--- config.mk ---
export PLATFORM = sky130hd
export DESIGN_NAME = ram_ecc_capture
export DESIGN_NICKNAME = d
export VERILOG_FILES = /design/src/rtl/ram_ecc_cap_pkg.sv /design/src/rtl/ecc_event_arbiter.sv /design/src/rtl/ecc_capture_bank.sv /design/src/rtl/ecc_status_flags.sv /design/src/rtl/ecc_reg_read.sv /design/src/rtl/ram_ecc_capture.sv
export SDC_FILE = /design/constraint.sdc
export NUM_CORES = 1
export LEC_CHECK = 0
export ABC_AREA = 1
export BUFFER_PORTS_ARGS = -buffer_cell sky130_fd_sc_hd__buf_2
export CORE_AREA = 3 3 85 87
export DETAILED_ROUTE_END_ITERATION = 10
export DIE_AREA = 0 0 88 90
export PLACE_DENSITY = 0.79
export SYNTH_ARGS = -nofsm -noshare
export SYNTH_HDL_FRONTEND = slang
export SYNTH_SLANG_ARGS = --single-unit
export TNS_END_PERCENT = 30
--- constraint.sdc ---
create_clock -name clk -period 1.05 [get_ports clk]
set_clock_uncertainty 0.1 [all_clocks]
set_input_delay 0.1575 -clock clk [delete_from_list [all_inputs] [get_ports clk]]
set_output_delay 0.1575 -clock clk [all_outputs]
set_load 0.01 [all_outputs]
--- src/rtl/ram_ecc_cap_pkg.sv ---
package ram_ecc_cap_pkg;

   typedef enum logic [1:0] {
      EVC_NONE    = 2'd0,
      EVC_CORR    = 2'd1,
      EVC_UNCORR  = 2'd2
   } ev_class_e;

   localparam int unsigned OFS_STATUS = 0;
   localparam int unsigned OFS_ADDR   = 1;
   localparam int unsigned OFS_ATTR   = 2;
   localparam int unsigned OFS_DATA   = 3;

   localparam int unsigned FLAG_CORR   = 0;
   localparam int unsigned FLAG_UNCORR = 1;
   localparam int unsigned NUM_FLAGS   = 2;

endpackage

--- src/rtl/ecc_event_arbiter.sv ---
module ecc_event_arbiter
   import ram_ecc_cap_pkg::*;
(
   input  logic      en_corr,
   input  logic      en_uncorr,
   input  logic      ev_corr,
   input  logic      ev_uncorr,
   output logic      set_corr,
   output logic      set_uncorr,
   output logic      take,
   output ev_class_e take_class
);

   always_comb begin
      set_corr   = ev_corr & en_corr;
      set_uncorr = ev_uncorr & en_uncorr;
      take       = set_corr | set_uncorr;
      // uncorrectable wins the capture slot
      if (set_uncorr)    take_class = EVC_UNCORR;
      else if (set_corr) take_class = EVC_CORR;
      else               take_class = EVC_NONE;
   end

endmodule

--- src/rtl/ecc_capture_bank.sv ---
module ecc_capture_bank
   import ram_ecc_cap_pkg::*;
#(
   parameter int unsigned ADDR_W        = 32,
   parameter int unsigned DATA_W        = 32,
   parameter int unsigned SIZE_W        = 3,
   parameter int unsigned PROT_W        = 4,
   parameter bit          UNCORR_ZERO   = 1'b1,
   localparam int unsigned ATTR_W       = 1 + SIZE_W + PROT_W
) (
   input  logic              clk,
   input  logic              rst_n,
   input  logic              take,
   input  ev_class_e         take_class,
   input  logic [ADDR_W-1:0] acc_addr,
   input  logic              acc_write,
   input  logic [SIZE_W-1:0] acc_size,
   input  logic [PROT_W-1:0] acc_prot,
   input  logic [DATA_W-1:0] acc_data,
   output logic [ADDR_W-1:0] cap_addr,
   output logic [ATTR_W-1:0] cap_attr,
   output logic [DATA_W-1:0] cap_data
);

   logic [ATTR_W-1:0] attr_word;
   logic [DATA_W-1:0] data_next;

   // packing: write in bit 0, size above it, protection on top
   assign attr_word = {acc_prot, acc_size, acc_write};

   generate
      if (UNCORR_ZERO) begin : g_zero_uncorr
         assign data_next = (take_class == EVC_UNCORR) ? '0 : acc_data;
      end else begin : g_raw_data
         assign data_next = acc_data;
      end
   endgenerate

   // no reset: contents are meaningful only after the first capture
   always_ff @(posedge clk) begin
      if (take) begin
         cap_addr <= acc_addr;
         cap_attr <= attr_word;
         cap_data <= data_next;
      end
   end

   p_hold_when_idle_r1: assert property (@(posedge clk) disable iff (!rst_n)
      !take |=> ($stable(cap_addr) && $stable(cap_attr) && $stable(cap_data)));

   p_addr_captured_r2: assert property (@(posedge clk) disable iff (!rst_n)
      take |=> (cap_addr == $past(acc_addr)));

   p_attr_write_bit_r5: assert property (@(posedge clk) disable iff (!rst_n)
      take |=> (cap_attr[0] == $past(acc_write)));

   p_attr_prot_field_r5: assert property (@(posedge clk) disable iff (!rst_n)
      take |=> (cap_attr[ATTR_W-1 -: PROT_W] == $past(acc_prot)));

   generate
      if (UNCORR_ZERO) begin : g_chk_zero
         p_uncorr_data_zero_r11: assert property (@(posedge clk) disable iff (!rst_n)
            (take && take_class == EVC_UNCORR) |=> (cap_data == '0));
      end
   endgenerate

endmodule

--- src/rtl/ecc_status_flags.sv ---
module ecc_status_flags #(
   parameter int unsigned N = 2
) (
   input  logic         clk,
   input  logic         rst_n,
   input  logic [N-1:0] set,
   input  logic         clr_stb,
   input  logic [N-1:0] clr_mask,
   output logic [N-1:0] flags
);

   generate
      for (genvar i = 0; i < N; i++) begin : g_flag
         logic clr_i;
         assign clr_i = clr_stb & clr_mask[i];

         always_ff @(posedge clk or negedge rst_n) begin
            if (!rst_n)       flags[i] <= 1'b0;
            else if (set[i])  flags[i] <= 1'b1;   // set beats clear
            else if (clr_i)   flags[i] <= 1'b0;
         end

         p_set_wins_r8: assert property (@(posedge clk) disable iff (!rst_n)
            set[i] |=> flags[i]);

         p_w1c_clears_r7: assert property (@(posedge clk) disable iff (!rst_n)
            (clr_i && !set[i]) |=> !flags[i]);

         p_sticky_r3: assert property (@(posedge clk) disable iff (!rst_n)
            (!clr_i && !set[i]) |=> $stable(flags[i]));
      end
   endgenerate

endmodule

--- src/rtl/ecc_reg_read.sv ---
module ecc_reg_read
   import ram_ecc_cap_pkg::*;
#(
   parameter int unsigned ADDR_W = 32,
   parameter int unsigned DATA_W = 32,
   parameter int unsigned ATTR_W = 8,
   parameter int unsigned REG_AW = 3
) (
   input  logic [REG_AW-1:0]    reg_addr,
   input  logic [NUM_FLAGS-1:0] flags,
   input  logic [ADDR_W-1:0]    cap_addr,
   input  logic [ATTR_W-1:0]    cap_attr,
   input  logic [DATA_W-1:0]    cap_data,
   output logic [DATA_W-1:0]    reg_rdata
);

   always_comb begin
      reg_rdata = '0;
      if (reg_addr == REG_AW'(OFS_STATUS))
         reg_rdata[NUM_FLAGS-1:0] = flags;
      else if (reg_addr == REG_AW'(OFS_ADDR))
         reg_rdata[ADDR_W-1:0] = cap_addr;
      else if (reg_addr == REG_AW'(OFS_ATTR))
         reg_rdata[ATTR_W-1:0] = cap_attr;
      else if (reg_addr == REG_AW'(OFS_DATA))
         reg_rdata = cap_data;
   end

endmodule

--- src/rtl/ram_ecc_capture.sv ---
module ram_ecc_capture
   import ram_ecc_cap_pkg::*;
#(
   parameter int unsigned ADDR_W      = 32,
   parameter int unsigned DATA_W      = 32,
   parameter int unsigned SIZE_W      = 3,
   parameter int unsigned PROT_W      = 4,
   parameter int unsigned REG_AW      = 3,
   parameter bit          UNCORR_ZERO = 1'b1
) (
   input  logic              clk,
   input  logic              rst_n,
   input  logic              cfg_rpt_corr,
   input  logic              cfg_rpt_uncorr,
   input  logic              ecc_corr,
   input  logic              ecc_uncorr,
   input  logic [ADDR_W-1:0] acc_addr,
   input  logic              acc_write,
   input  logic [SIZE_W-1:0] acc_size,
   input  logic [PROT_W-1:0] acc_prot,
   input  logic [DATA_W-1:0] acc_data,
   input  logic              reg_wr,
   input  logic [REG_AW-1:0] reg_addr,
   input  logic [DATA_W-1:0] reg_wdata,
   output logic [DATA_W-1:0] reg_rdata
);

   localparam int unsigned ATTR_W = 1 + SIZE_W + PROT_W;

   generate
      if (ATTR_W > DATA_W) begin : g_bad_attr
         $error("attribute word wider than register data");
      end
      if (ADDR_W > DATA_W) begin : g_bad_addr
         $error("address wider than register data");
      end
      if ((1 << REG_AW) <= OFS_DATA) begin : g_bad_aw
         $error("register offset too narrow for the map");
      end
   endgenerate

   logic                 set_corr, set_uncorr, take;
   ev_class_e            take_class;
   logic [ADDR_W-1:0]    cap_addr;
   logic [ATTR_W-1:0]    cap_attr;
   logic [DATA_W-1:0]    cap_data;
   logic [NUM_FLAGS-1:0] flags, set_vec;
   logic                 status_wr;
   logic                 unused_wbits;

   assign unused_wbits = ^reg_wdata[DATA_W-1:NUM_FLAGS];

   ecc_event_arbiter u_arb (
      .en_corr    (cfg_rpt_corr),
      .en_uncorr  (cfg_rpt_uncorr),
      .ev_corr    (ecc_corr),
      .ev_uncorr  (ecc_uncorr),
      .set_corr   (set_corr),
      .set_uncorr (set_uncorr),
      .take       (take),
      .take_class (take_class)
   );

   ecc_capture_bank #(
      .ADDR_W      (ADDR_W),
      .DATA_W      (DATA_W),
      .SIZE_W      (SIZE_W),
      .PROT_W      (PROT_W),
      .UNCORR_ZERO (UNCORR_ZERO)
   ) u_cap (
      .clk        (clk),
      .rst_n      (rst_n),
      .take       (take),
      .take_class (take_class),
      .acc_addr   (acc_addr),
      .acc_write  (acc_write),
      .acc_size   (acc_size),
      .acc_prot   (acc_prot),
      .acc_data   (acc_data),
      .cap_addr   (cap_addr),
      .cap_attr   (cap_attr),
      .cap_data   (cap_data)
   );

   assign set_vec[FLAG_CORR]   = set_corr;
   assign set_vec[FLAG_UNCORR] = set_uncorr;
   assign status_wr = reg_wr && (reg_addr == REG_AW'(OFS_STATUS));

   ecc_status_flags #(.N(NUM_FLAGS)) u_flags (
      .clk      (clk),
      .rst_n    (rst_n),
      .set      (set_vec),
      .clr_stb  (status_wr),
      .clr_mask (reg_wdata[NUM_FLAGS-1:0]),
      .flags    (flags)
   );

   ecc_reg_read #(
      .ADDR_W (ADDR_W),
      .DATA_W (DATA_W),
      .ATTR_W (ATTR_W),
      .REG_AW (REG_AW)
   ) u_rd (
      .reg_addr  (reg_addr),
      .flags     (flags),
      .cap_addr  (cap_addr),
      .cap_attr  (cap_attr),
      .cap_data  (cap_data),
      .reg_rdata (reg_rdata)
   );

   p_disabled_no_flag_r1: assert property (@(posedge clk) disable iff (!rst_n)
      (!(ecc_corr && cfg_rpt_corr) && !(ecc_uncorr && cfg_rpt_uncorr) && !status_wr)
      |=> $stable(flags));

   p_both_flags_r6: assert property (@(posedge clk) disable iff (!rst_n)
      (ecc_corr && cfg_rpt_corr && ecc_uncorr && cfg_rpt_uncorr) |=> (flags == 2'b11));

   p_uncorr_flag_r4: assert property (@(posedge clk) disable iff (!rst_n)
      (ecc_uncorr && cfg_rpt_uncorr) |=> flags[FLAG_UNCORR]);

endmodule

==> results of run 1 <==
==> critical path, cell delays in order, from the launching register on <==
cell	delay, ns
edfxtp_1	0.38
nand3_1	0.10
nand4_1	0.09
buf_2	0.15
==> layout make-up <==
type,count,share of cell area
multi-input cells,153,0.150
well taps,77,0.0202
clock inverters,6,0.0121
repair buffers,186,0.297
flip-flops and latches,74,0.464
inverters,36,0.0299
clock buffers,10,0.0268
==> path summary, 6_finish.rpt <==
check | cells after the start | end | start | slack, ns
min in group asynchronous | 2 | u_flags.flags[1] | rst_n | 0.03
max in group asynchronous | 2 | u_flags.flags[0] | rst_n | 0.72
worst min register to register | 2 | u_flags.flags[1] | u_flags.flags[1] | 0.38
worst max-delay path | 3 | reg_rdata[1] | u_cap.cap_attr[1] | -0.27
worst max register to register | 2 | u_flags.flags[0] | u_flags.flags[0] | 0.34
worst min-delay path | 3 | u_cap.cap_data[8] | acc_data[8] | 0.01
==> flip-flops by register name, indices dropped and copies added (netlist names) <==
name / count
u_cap.cap_data: 32
u_cap.cap_addr: 32
u_flags.flags: 2
u_cap.cap_attr: 8
==> per-layer routing <==
metal	vias up	wire length (um)
met1	1168	2920
met5	-	0
met3	20	436
met2	93	4240
met4	0	216
li1	1256	-
==> what timing repair did <==
| item | 4_1_cts | 5_1_grt |
|---|---|---|
| endpoints found under the hold margin | 44 | 0 |
| pin swaps | 27 | 40 |
| resized for setup | 32 | 20 |
| cloned | 3 | 0 |
| setup endpoints to repair | 32 | 32 |
| buffers inserted | 2 | 1 |
| hold buffers | 43 | 0 |
==> cells by family after synthesis <==
| group | synth area share |
|---|---|
| flops | 0.737 |
| simple gates | 0.204 |
| buf+inv | 0.0588 |
==> stage by stage <==
stage                     hold slack [ns]  total power (W)  utilization
after CTS                        0.000540          0.00672        0.729
after global placement             -0.157          0.00443        0.605
after detailed placement           -0.153          0.00446        0.605
final                              0.0115          0.00673        0.742
after global routing              0.00185          0.00701        0.742
after floorplan                    -0.238          0.00401            -
==> cells in the final DEF, fill, tap and decap left out, types with 16 or more instances in the layout <==
master,Yosys,final
buf_2,6,104
dlygate4sd3_1,0,43
nor2_1,35,34
buf_4,0,18
nand2_1,98,80
inv_1,33,33
nand2_2,0,16
edfxtp_1,72,72
==> where the power goes <==
group          total (W)  switching [W]  internal, W
clock network    0.00208        0.00101      0.00108
registers        0.00368      0.0000933      0.00359
logic           0.000962       0.000449     0.000512
total            0.00673        0.00155      0.00518
==> results.sh, run 1 <==
export IMPL_final_area_mm2=0.00476
export IMPL_clock_latency_ns=0.33
export IMPL_synth_warning_count=0
export IMPL_leakage_nw=2.24
export IMPL_use_met1=0.235
export IMPL_synth_nets=386
export IMPL_grt_pass1_vias=2615
export IMPL_min_path_type="primary input to flop"
export IMPL_dominantRegCellSynth="edfxtp_1"
export IMPL_via_count=2537
export IMPL_cts_tree="done"
export IMPL_drive_gt1_frac=0.394
export IMPL_path_class="flop to output pin"
export IMPL_drc_errors=0
export IMPL_synth_seq_cells=74
export IMPL_fin_crit_sh=1.25
export IMPL_grt_first_pass_wirelength_um=12300
export IMPL_yosysTopAreaCellShare=0.720
export IMPL_slew_headroom=0.795
export IMPL_critPathRequiredTime_ns=0.79
export IMPL_syn_to_final_growth_pct=58.7
export IMPL_final_max_slew_viol_count=0
export IMPL_setup_worst_path_end_class="output pin"
export IMPL_place_area_mm2=0.00388
export IMPL_instances_no_fill=542
export IMPL_nets=574
export IMPL_synth_common_cells="98 x nand2_1, 72 x edfxtp_1, 35 x nor2_1"
export IMPL_rsz0062_at_grt="yes"
export IMPL_antenna_found_initial=0
export IMPL_routed_wl_um=7810
export IMPL_worstPathArrival_ns=1.06
export IMPL_ir_worst_vdd_mv=1.12
export IMPL_violations="setup timing"
export IMPL_maxCapViolations=0
export IMPL_ys_seq_area_frac=0.737
export IMPL_cts_buffer_depth=2
export IMPL_setup_violations_final=32
export IMPL_initial_utilization=0.467
export IMPL_dp_cells=477
export IMPL_cp_start_kind="flop"
export IMPL_syn_area_mm2=0.00300
export IMPL_clock_root_buffer="clkbuf_8"
export IMPL_hpwlAfterDp_um=4820
export IMPL_vias_per_cell=4.68
export IMPL_clock_sinks=74
export IMPL_multiInputGateArea_um2=713
export IMPL_dp_slack_ns=-0.277
export IMPL_die_h_um=90
export IMPL_fin_tns_setup_ns=-6.26
export IMPL_finalHoldViolCount=0
export IMPL_fmax_mhz=759
export IMPL_cts_max_level=3
export IMPL_fp_dieW_um=88
export IMPL_ant_nets=0
export IMPL_numCtsBuffers=9
export IMPL_gp_congestion=0.881
export IMPL_path_clk_slew_ns=0.07
export IMPL_synth_edf_count=72
export IMPL_status="finished, violations left"
export IMPL_synth_most_common_cell="nand2_1"
export IMPL_placementRows=29
export IMPL_synth_avg_cell_area_um2=11.0
export IMPL_use_met3=0.0448
export IMPL_worst_slack_ns=-0.267
export IMPL_fillers=441
export IMPL_portBuffers=115
export IMPL_drt_iter0_drc=112
export IMPL_ff_latch_area_mm2=0.00221
export IMPL_grt_ovfl_total=0
export IMPL_crit_path_max_fanout=1
export IMPL_diodes=0
export IMPL_async_flop_share=0.0270
export IMPL_grt_use_met2=0.359
export IMPL_busiest_layer="met2"
export IMPL_first_pass_iters=4
export IMPL_fin_crit_ns=1.32
export IMPL_synthCells=272
export IMPL_core_mm2=0.00642
export IMPL_synth_area_leaders="edfxtp_1 72%, nand2_1 12%, nor2_1 4.4%, inv_1 4.1%, nand3_1 2.0%"
export IMPL_ios=146
export IMPL_max_slew_worst_pin_slew_ns=0.307
export IMPL_grtUsageTotal=0.205
export IMPL_synth_largest_area_cell="edfxtp_1"
export IMPL_grt_max_degree=21
export IMPL_dieArea_mm2=0.00792
export IMPL_wl_per_cell_um=14.4
export IMPL_power_density_mw_per_mm2=1410
export IMPL_synth_cell_types=12
Power figures use the tool's default switching activity.
==> run 2: changes to the inputs <==
--- a/config.mk
+++ b/config.mk
@@ -7,9 +7,9 @@
 export LEC_CHECK = 0
 export ABC_AREA = 1
 export BUFFER_PORTS_ARGS = -buffer_cell sky130_fd_sc_hd__buf_2
-export CORE_AREA = 3 3 85 87
+export CORE_AREA = 4 4 86 88
 export DETAILED_ROUTE_END_ITERATION = 10
-export DIE_AREA = 0 0 88 90
+export DIE_AREA = 0 0 90 92
 export PLACE_DENSITY = 0.79
 export SYNTH_ARGS = -nofsm -noshare
 export SYNTH_HDL_FRONTEND = slang
==> run 2 against run 1 <==
Compared with the run above:
- the flow still finishes with violations (setup timing)
- critical path depth did not move
- design area fell by 2.1%
- critical endpoint is now reg_rdata[0]
- worst hold slack got worse by 0.0019 ns
- power fell by 0.22%
- sequential power barely moved
- sequential cell count did not move
- via count fell by 1.3%
- clock-buffer cell count fell by 1
==> results.sh, run 2 (synthesized netlist as in run 1, its figures left out) <==
export IMPL_syn_to_final_growth_pct=55.4
export IMPL_nets=578
export IMPL_dieArea_mm2=0.00828
export IMPL_clock_sinks=74
export IMPL_grt_max_degree=22
export IMPL_status="finished, violations left"
export IMPL_grtUsageTotal=0.190
export IMPL_setup_worst_path_end_class="output pin"
export IMPL_via_count=2504
export IMPL_final_cell_mix="113 x buf_2, 89 x nand2_1, 72 x edfxtp_1"
export IMPL_drc_errors=0
export IMPL_cts_max_level=3
export IMPL_ir_worst_vdd_mv=0.763
export IMPL_vias_per_cell=4.56
export IMPL_first_pass_iters=4
export IMPL_hpwlAfterDp_um=4750
export IMPL_cp_slowest_cell="dfrtp_1"
export IMPL_fillers=493
export IMPL_worst_path_dominant_cell_family="flip-flops"
export IMPL_initial_utilization=0.452
export IMPL_final_area_mm2=0.00467
export IMPL_max_slew_worst_pin_slew_ns=0.283
export IMPL_worstPathArrival_ns=1.05
export IMPL_startpoint="u_flags.flags[0]"
export IMPL_grt_pass1_vias=2594
export IMPL_path_clk_slew_ns=0.08
export IMPL_biggestRegsByFlops="u_cap.cap_addr (32), u_cap.cap_data (32), u_cap.cap_attr (8)"
export IMPL_final_max_slew_viol_count=0
export IMPL_multiInputGateArea_um2=672
export IMPL_ff_latch_area_mm2=0.00221
export IMPL_setup_violations_final=32
export IMPL_placementRows=30
export IMPL_finalHoldViolCount=0
export IMPL_reg2reg_from="u_flags.flags[0]"
export IMPL_grt_ovfl_total=0
export IMPL_fp_dieW_um=90
export IMPL_postLayoutCoreUtil=0.702
export IMPL_clock_root_buffer="clkbuf_8"
export IMPL_fin_crit_sh=1.24
export IMPL_fmax_mhz=767
export IMPL_slew_headroom=0.811
export IMPL_worst_path_buf_inv=1
export IMPL_diodes=0
export IMPL_worst_slack_ns=-0.254
export IMPL_path_class="flop to output pin"
export IMPL_drt_iter0_drc=99
export IMPL_portBuffers=115
export IMPL_max_stage_delay_ns=0.39
export IMPL_drive_gt1_frac=0.367
export IMPL_mostFrequentLayoutCell="buf_2"
export IMPL_fin_crit_ns=1.30
export IMPL_crit_path_max_fanout=2
export IMPL_min_path_type="primary input to flop"
export IMPL_leakage_nw=2.22
export IMPL_gp_congestion=0.714
export IMPL_clock_latency_ns=0.34
export IMPL_cp_start_kind="flop"
export IMPL_grt_first_pass_wirelength_um=12200
export IMPL_power_density_mw_per_mm2=1440
export IMPL_numCtsBuffers=9
export IMPL_cts_tree="done"
export IMPL_fin_tns_setup_ns=-6.56
export IMPL_antenna_found_initial=0
export IMPL_hp_start="acc_data[22]"
export IMPL_violations="setup timing"
export IMPL_cp_cell_sequence="nand3_1 -> nand4_1 -> buf_2"
export IMPL_wl_per_cell_um=14.0
export IMPL_critPathRequiredTime_ns=0.79
export IMPL_die_h_um=92
export IMPL_core_mm2=0.00664
export IMPL_maxCapViolations=0
export IMPL_hold_slack_ns=0.00957
export IMPL_ios=146
export IMPL_routed_wl_um=7680
export IMPL_rsz0062_at_grt="yes"
export IMPL_place_area_mm2=0.00387
export IMPL_cts_buffer_depth=2
export IMPL_ant_nets=0
[run 2: timing repair]
action / 4_1_cts / 5_1_grt
hold buffers: 49 / 0
setup endpoints to repair: 32 / 32
endpoints found under the hold margin: 50 / 0
resized for setup: 13 / 10
gates cloned: 2 / 1
setup buffers: 0 / 1
pin swaps: 48 / 4
[run 2: where the power goes]
group | total (W) | leakage [nW] | switching [W] | internal, W
registers | 0.00367 | 0.711 | 0.0000831 | 0.00359
logic | 0.000905 | 1.41 | 0.000432 | 0.000473
clock network | 0.00214 | 0.0970 | 0.00105 | 0.00109
[run 2: worst register-to-register path, cell delays in order (launching register included)]
cell and delay, ns:
dfrtp_1 0.39, nand2_1 0.08, nand2_1 0.06
[run 2: layout make-up]
class | instances | share of cell area
flip-flops and latches | 74 | 0.474
repair buffers | 190 | 0.290
multi-input cells | 153 | 0.144
inverters | 36 | 0.0290
clock buffers | 9 | 0.0265
well taps | 80 | 0.0215
clock inverters | 7 | 0.0147
[run 2: worst paths after layout]
check	endpoint	slack [ns]	cells past startpoint
setup reg to reg	u_flags.flags[0]	0.30	2
hold reg to reg	u_flags.flags[1]	0.41	2
hold / removal	u_cap.cap_data[22]	0.01	3
setup / recovery	reg_rdata[0]	-0.25	3
max in group asynchronous	u_flags.flags[1]	0.71	2
min in group asynchronous	u_flags.flags[0]	0.03	2
[run 2: metrics by stage]
| stage | std cells | setup slack, ns | power, W |
|---|---|---|---|
| after detailed placement | 480 | -0.276 | 0.00444 |
| after global placement | 480 | -0.261 | 0.00441 |
| after CTS | 547 | -0.277 | 0.00672 |
| after global routing | 549 | -0.322 | 0.00700 |
| final | 549 | -0.254 | 0.00671 |
| after floorplan | 272 | 0.00394 | 0.00401 |
[run 2: per-layer routing]
| metal | GRT usage | vias up | share of wire |
|---|---|---|---|
| met5 | 0 | - | 0 |
| met4 | 0.0778 | 0 | 0.015 |
| met3 | 0.0525 | 13 | 0.068 |
| met2 | 0.352 | 100 | 0.53 |
| met1 | 0.205 | 1133 | 0.38 |
| li1 | - | 1258 | - |
